File: src/rtl/gtimer_pkg.sv
package gtimer_pkg;
  localparam int DW   = 32;
  localparam int CW   = DW - 1;
  localparam int AW   = 7;

  localparam logic [AW-1:0] OFS_CUR  = 7'h00;
  localparam logic [AW-1:0] OFS_BASE = 7'h10;
  localparam logic [AW-1:0] OFS_FREQ = 7'h40;

  typedef enum logic [1:0] {
    SEL_NONE = 2'd0,
    SEL_CUR  = 2'd1,
    SEL_BASE = 2'd2,
    SEL_FREQ = 2'd3
  } reg_sel_e;
endpackage

File: src/rtl/gtimer_regs.sv
module gtimer_regs
  import gtimer_pkg::*;
#(
  parameter logic [DW-1:0] FREQ_RESET = '0
) (
  input  logic          clk,
  input  logic          rst,
  input  logic          bus_wr,
  input  logic          bus_rd,
  input  logic [AW-1:0] bus_addr,
  input  logic [DW-1:0] bus_wdata,
  output logic [DW-1:0] bus_rdata,
  input  logic [DW-1:0] cur_val,
  output logic [DW-1:0] base_q,
  output logic          toggle_clr
);
  reg_sel_e      sel;
  logic [DW-1:0] freq_q;
  logic [DW-1:0] rd_mux;

  always_comb begin
    unique case (bus_addr)
      OFS_CUR:  sel = SEL_CUR;
      OFS_BASE: sel = SEL_BASE;
      OFS_FREQ: sel = SEL_FREQ;
      default:  sel = SEL_NONE;
    endcase
  end

  assign toggle_clr = bus_wr && (sel == SEL_BASE) && base_q[DW-1]
                      && !bus_wdata[DW-1] && cur_val[DW-1];

  always_ff @(posedge clk) begin
    if (rst) begin
      base_q <= {1'b1, {CW{1'b0}}};
      freq_q <= FREQ_RESET;
    end else if (bus_wr) begin
      if (sel == SEL_BASE) base_q <= bus_wdata;
      if (sel == SEL_FREQ) freq_q <= bus_wdata;
    end
  end

  always_comb begin
    unique case (sel)
      SEL_CUR:  rd_mux = cur_val;
      SEL_BASE: rd_mux = base_q;
      SEL_FREQ: rd_mux = freq_q;
      default:  rd_mux = '0;
    endcase
  end

  always_ff @(posedge clk) begin
    if (rst)         bus_rdata <= '0;
    else if (bus_rd) bus_rdata <= rd_mux;
  end

  p_rsvd_zero_r9: assert property (@(posedge clk) disable iff (rst)
    (bus_rd && (bus_addr == 7'h20 || bus_addr == 7'h30)) |=> (bus_rdata == '0));

  p_freq_rw_r8: assert property (@(posedge clk) disable iff (rst)
    (bus_rd && bus_addr == OFS_FREQ && !$past(bus_wr)) |=> (bus_rdata == $past(freq_q)));
endmodule

File: src/rtl/gtimer_counter.sv
module gtimer_counter
  import gtimer_pkg::*;
(
  input  logic          clk,
  input  logic          rst,
  input  logic          tick_en,
  input  logic          inhibit,
  input  logic [CW-1:0] reload,
  input  logic          toggle_clr,
  output logic [DW-1:0] cur_val,
  output logic          evt_q
);
  logic [CW-1:0] cnt_q;
  logic          tog_q;

  always_ff @(posedge clk) begin
    if (rst) begin
      cnt_q <= '0;
      tog_q <= 1'b0;
      evt_q <= 1'b0;
    end else begin
      evt_q <= 1'b0;
      if (toggle_clr) tog_q <= 1'b0;
      if (tick_en && !inhibit) begin
        if (cnt_q == '0) begin
          cnt_q <= reload;
        end else if (cnt_q == CW'(1)) begin
          cnt_q <= reload;
          tog_q <= ~tog_q;
          evt_q <= 1'b1;
        end else begin
          cnt_q <= cnt_q - CW'(1);
        end
      end
    end
  end

  assign cur_val = {tog_q, cnt_q};

  p_hold_inhibit_r2: assert property (@(posedge clk) disable iff (rst)
    inhibit |=> $stable(cnt_q));

  p_decrement_r3: assert property (@(posedge clk) disable iff (rst)
    (tick_en && !inhibit && cnt_q > CW'(1)) |=> (cnt_q == $past(cnt_q) - CW'(1)));

  p_event_flips_r5: assert property (@(posedge clk) disable iff (rst)
    $rose(evt_q) |-> (tog_q != $past(tog_q)));
endmodule

File: src/rtl/gtimer_channel.sv
module gtimer_channel
  import gtimer_pkg::*;
#(
  parameter logic [31:0] FREQ_RESET = 32'd0
) (
  input  logic        clk,
  input  logic        rst,
  input  logic        tick_en,
  input  logic        bus_wr,
  input  logic        bus_rd,
  input  logic [6:0]  bus_addr,
  input  logic [31:0] bus_wdata,
  output logic [31:0] bus_rdata,
  output logic        tmr_event
);
  logic [DW-1:0] base_q;
  logic [DW-1:0] cur_val;
  logic          toggle_clr;

  gtimer_regs #(.FREQ_RESET(FREQ_RESET)) u_regs (
    .clk(clk), .rst(rst),
    .bus_wr(bus_wr), .bus_rd(bus_rd), .bus_addr(bus_addr),
    .bus_wdata(bus_wdata), .bus_rdata(bus_rdata),
    .cur_val(cur_val), .base_q(base_q), .toggle_clr(toggle_clr)
  );

  gtimer_counter u_cnt (
    .clk(clk), .rst(rst), .tick_en(tick_en),
    .inhibit(base_q[DW-1]), .reload(base_q[CW-1:0]),
    .toggle_clr(toggle_clr), .cur_val(cur_val), .evt_q(tmr_event)
  );

  p_toggle_cleared_r6: assert property (@(posedge clk) disable iff (rst)
    toggle_clr |=> !cur_val[DW-1]);

  p_cur_readonly_r7: assert property (@(posedge clk) disable iff (rst)
    (bus_wr && bus_addr == OFS_CUR && base_q[DW-1] && !toggle_clr) |=> $stable(cur_val));
endmodule

File: config.mk
export PLATFORM = sky130hd
export DESIGN_NAME = gtimer_channel
export DESIGN_NICKNAME = d
export VERILOG_FILES = /design/src/rtl/gtimer_pkg.sv /design/src/rtl/gtimer_regs.sv /design/src/rtl/gtimer_counter.sv /design/src/rtl/gtimer_channel.sv
export SDC_FILE = /design/constraint.sdc
export NUM_CORES = 1
export LEC_CHECK = 0
export ABC_AREA = 1
export BUFFER_PORTS_ARGS = -buffer_cell sky130_fd_sc_hd__buf_2
export CAP_MARGIN = 20
export CORE_MARGIN = 4
export CORE_UTILIZATION = 53
export CTS_CLUSTER_SIZE = 30
export DETAILED_ROUTE_END_ITERATION = 16
export PLACE_DENSITY_LB_ADDON = 0.15
export SETUP_SLACK_MARGIN = 0.4
export SLEW_MARGIN = 0
export SYNTH_ARGS = -nofsm -noshare
export SYNTH_HDL_FRONTEND = slang
export SYNTH_HIERARCHICAL = 1
export SYNTH_SLANG_ARGS = --single-unit
File: constraint.sdc
create_clock -name clk -period 1.64 [get_ports clk]
set_input_delay 0.164 -clock clk [delete_from_list [all_inputs] [get_ports clk]]
set_output_delay 0.164 -clock clk [all_outputs]
set_load 0.05 [all_outputs]
Word level (Yosys, flattened, before mapping)
Cells that the tools add are included.
{ "totals": {"ff_bits": 129, "input_bits": 44, "output_inout_bits": 33, "wordCells": 36} }
{ "op_classes": {"n_addsub": 1, "n_eq_ne": 6, "mux": 9, "n_bitwise": 2, "reduce_logical": 12} }
{ "ops": {"columns": ["cell", "n"], "rows": [
  ["$pmux 32 s3", 1],
  ["$mux 31", 2],
  ["$eq 31x1->1 const B", 1],
  ["$logic_not 31->1", 1],
  ["$sub 31x1->31 const B", 1],
  ["$eq 7x5->1 const B", 1],
  ["$eq 7x7->1 const B", 1],
  ["$logic_not 7->1", 1],
  ["$pmux 2 s3", 1],
  ["$logic_and 1x1->1", 5],
  ["$mux 1", 5],
  ["$eq 2x2->1 const B", 2],
  ["$reduce_and 2->1", 2],
  ["$reduce_or 3->1", 1],
  ["$eq 2x1->1 const B", 1],
  ["$logic_not 1->1", 2],
  ["$not 1->1", 2]
]} }

Longest topological paths before layout
{ "depth": {"depth_word": 11, "depth_mapped": 12, "mapped_depth_nobuf": 12} }

Cells and area by module
The synthesis kept the hierarchy.
{ "by_module_without_submodules": {"columns": ["module", "instances", "cells_per_inst", "area_per_inst_um2", "seq_area_each_um2"], "rows": [
  ["gtimer_regs", 1, 566, 4113.9, 1921.8],
  ["gtimer_counter", 1, 477, 2780.2, 660.6]
]} }

Worst setup path before layout
No wires, ideal clock.
{ "synth_path": {"path_type": "flip-flop to flip-flop", "from": "register u_cnt.cnt_q[0]", "to": "register u_cnt.cnt_q[1]", "setup_time_ns": 0.116, "arrival_ns": 1.525, "required_time_ns": 1.524, "setup_slack_ns": -0.002, "stages_incl_launch_ff": 13, "path_buffers": 1, "period_less_slack_ns": 1.642, "path_cell_list": "dfxtp_1 inv_1 ha_1 nand2_2 inv_1 nand3_4 nand2_4 nand2_4 buf_6 nand2_1 nand3_1 o211ai_1 inv_1"} }
{ "synth_between": {"elab_chain_cells": 3, "elab_cells_between_ends": 5, "cone_classes": "add/sub: 1; eq/ne: 1; mux: 2; reduce/logical: 1"} }
{ "synth_rtl": {"columns": ["item", "line_no", "rtl"], "rows": [
  ["start: declaration", "gtimer_counter.sv:13", "logic [CW-1:0] cnt_q;"],
  ["start signal: assignment", "gtimer_counter.sv:26", "cnt_q <= reload;"],
  ["start signal: assignment", "gtimer_counter.sv:28", "cnt_q <= reload;"],
  ["start signal: assignment", "gtimer_counter.sv:32", "cnt_q <= cnt_q - CW'(1);"],
  ["$sub 31x1->31 or $eq 31x1->1 (tied branches)", "gtimer_counter.sv:32, gtimer_counter.sv:27", null],
  ["$mux 31", "gtimer_counter.sv:27", "end else if (cnt_q == CW'(1)) begin"],
  ["$mux 31 *", "gtimer_counter.sv:25", "if (cnt_q == '0) begin"]
]} }
Every way passes the cells marked *; elsewhere a longest branch is shown, timed or not.
A chain may end at the register's enable or synchronous reset.

Final worst setup path
{ "layout_path": {"from": "register u_cnt.cnt_q[12]", "to": "register u_cnt.cnt_q[14]"} }
Same word-level chain as after synthesis.

==> out/metrics.csv <==
metric,value,unit
outcome,"finished, violations left",
violations,setup timing,
synth_edf_count,0,
synth_area,6890,sq um
nets,1229,
ys_seq_elements,129,
yosysSeqAreaShare,37.5,%
finalHoldViolCount,0,
drc,0,
drv_slew,0,
grtUsageMet2,51.6,%
fmax,586,MHz
synthCells,1043,
seq_area,2620,sq um
endpoint,u_cnt/cnt_q[14],
min_period_over_period,104,%
cts_buffers,17,
globalRouteOverflowTotal,0,
synth_cell_types,35,
diodes,0,
cts_tree,yes,
startpoint,u_cnt/cnt_q[12],
routedWlPerCell,17.1,microns
period_needed,1710,ps
leakagePower,4.34,nW
io_pins,77,
drtIter0Drc,819,
grt_pass1_wl,35100,microns
drv_cap,0,
worst_slack,-67.3,ps
top_usage_layer,met2,
grt_util_met1,36.3,%
yosysTopAreaCell,dfxtp_1,
start_util,54.4,%
clk_latency,420,ps
critPathArrivalTime,2000,ps
die_h,122,microns
synthesis.nets,1089,
hp-class,input port to register,
synth_area_leaders,"dfxtp_1, nand3_1, nand2_1",
worst_slew_pin_slew,684,ps
peakVddDrop,0.793,mV
grt_usage,30.0,%
htreeDepth,4,
reg2reg_depth,11,
yosys.area.top_type_share,37.5,%
drt-total-wl,23300,microns
drive_above_1_share,31.2,%
slew_headroom,54.4,%
antenna_found_initial,0,
syn_area_per_cell,6.61,sq um
multi_input_area,4110,sq um
setup_viol,6,
ant_nets,0,
ctsRootBufferMaster,clkbuf_16,
core-area,12700,sq um
crit_type,register to register,
worstPathMaxFanout,10,
reg2reg_slack,-70,ps
end_kind,register,
worst_setup_path_start_kind,register,
postLayoutCoreUtil,73.4,%
area_delta_synth_final,35.0,%
fin_skew,9.27,ps
avgViaCountPerCell,5.70,
via_count,7792,
use_met3,5.57,%
grt_max_degree,50,
firstDrtPassIters,6,
synthArstFlopShare,0,%
cts.sinks,129,
chipWidth,122,microns
place_ws,-44.3,ps
fillers,1003,
rows,41,
rsz0062_at_grt,yes,
dp_hpwl,15100,microns
dieArea,14900,sq um
ys.warnings.count,6,
io_buffer_count,76,
gp_congestion,1.03,
crit-reg2reg-capture,u_cnt/cnt_q[14],
grt_pass1_vias,7040,
path_clk_slew,60,ps
clk_path_buf_depth,2,
ys.flop_type,dfxtp_1,
r2r-start,u_cnt/cnt_q[12],
required,1930,ps
p_per_area,772,nW/um^2
[metal layers]
metal  vias to the layer above  wire length (microns)
met5                         -                      0
met4                         0                   1080
met3                        93                   1710
met2                       413                  11400
met1                      3600                   9160
li1                       3686                      -
[sequential cells by signal, indices dropped and copies added (netlist names)]
signal	count
u_regs/base_q	32
u_regs/bus_rdata	32
u_regs/freq_q	32
u_cnt/cnt_q	31
u_cnt/evt_q	1
u_cnt/tog_q	1
[how the worst min path moves through the flow]
stage / startpoint / endpoint / slack (ps) / depth (start not counted)
2_1_floorplan: rst / u_cnt/evt_q / 230 / 1
3_3_place_gp: bus_wdata[10] / u_regs/base_q[10] / 420 / 3
3_5_place_dp: bus_wdata[10] / u_regs/base_q[10] / 420 / 3
4_1_cts: bus_wdata[25] / u_regs/freq_q[25] / 0.9 / 3
5_1_grt: bus_wdata[7] / u_regs/freq_q[7] / 10 / 3
6_report: bus_wdata[15] / u_regs/base_q[15] / 10 / 3
[power by group]
| part | internal (mW) | switching, mW |
|---|---|---|
| clock network | 2.26 | 1.42 |
| logic | 0.129 | 0.238 |
| registers | 3.13 | 0.00513 |
[cell usage in the layout (no fill, tap or decap), types with 4 or more instances in the layout]
| master | instances |
|---|---|
| o21ai_0 | 65 |
| a21oi_1 | 86 |
| nand2_4 | 17 |
| inv_1 | 74 |
| buf_4 | 83 |
| nand3_2 | 14 |
| dfxtp_1 | 113 |
| nand3_1 | 175 |
| clkbuf_16 | 18 |
| buf_2 | 74 |
| nor2_1 | 92 |
| nand2_2 | 31 |
| dfxtp_4 | 5 |
| dlygate4sd3_1 | 6 |
| nor2_4 | 24 |
| o21ai_1 | 6 |
| inv_2 | 13 |
| a21oi_2 | 7 |
| nand2_1 | 172 |
| dfxtp_2 | 11 |
| nand4_1 | 7 |
| buf_6 | 6 |
| buf_12 | 13 |
| nand3b_1 | 14 |
| clkinv_2 | 4 |
| nor2_2 | 24 |
[per-stage QoR]
stage               TNS (ps)  hold WS [ps]  instances  area [sq um]  power (mW)
detailed placement     -71.8           419       1291          7810        3.54
global route           -1360          13.9       1367          9310        7.38
global placement       -75.8           416       1291          7810        3.54
finish                  -230          12.3       1367          9310        7.18
floorplan                  0           234       1043          6960        3.39
CTS                        0         0.925       1355          8890        7.19
[Yosys cell counts, types with 9 or more instances]
cell      instances
a21oi_1          92
buf_2            24
buf_4             9
clkbuf_1         23
dfxtp_1         129
inv_1            83
nand2_1         212
nand3_1         188
nand3b_1         14
nor2_1          122
nor2_2           11
o21ai_0          73
[repair_timing]
item,CTS,global route
gates resized for setup,80,84
setup buffers,25,10
pin swaps,38,33
cloned,2,2
hold buffers,6,0
endpoints found under the hold margin,11,0
setup endpoints to repair,33,35
[kinds of logic (layout without fill, tap and decap cells)]
family,after synthesis,after routing,synth area share [%]
AO/OA/AOI/OAI,169,169,12.4
flip-flops,129,129,37.5
XOR/XNOR,3,3,0.381
buffers and inverters,157,308,10.4
AND/OR/NAND/NOR,583,584,38.9
adder cells (fa/ha/maj),2,2,0.363
[layout make-up]
class                      count  area share [%]
clock buffer                  21            4.84
clock inverter                10            1.20
inverter                      91            3.80
multi-input combinational    758            44.2
sequential                   129            28.1
tap                          172            2.31
timing repair buffer         186            15.6
[worst max-delay path: stages (launching register included)]
cell and delay [ps]:
dfxtp_1 330, nor2_2 170, nand2_2 140, inv_2 150, nand3_4 120, nand2_8 110
nand2_8 100, buf_12 170, nand2_1 60, nand2_1 60, nand2_1 100, a21oi_1 70
Note: power is estimated with default switching activity, not from simulation.
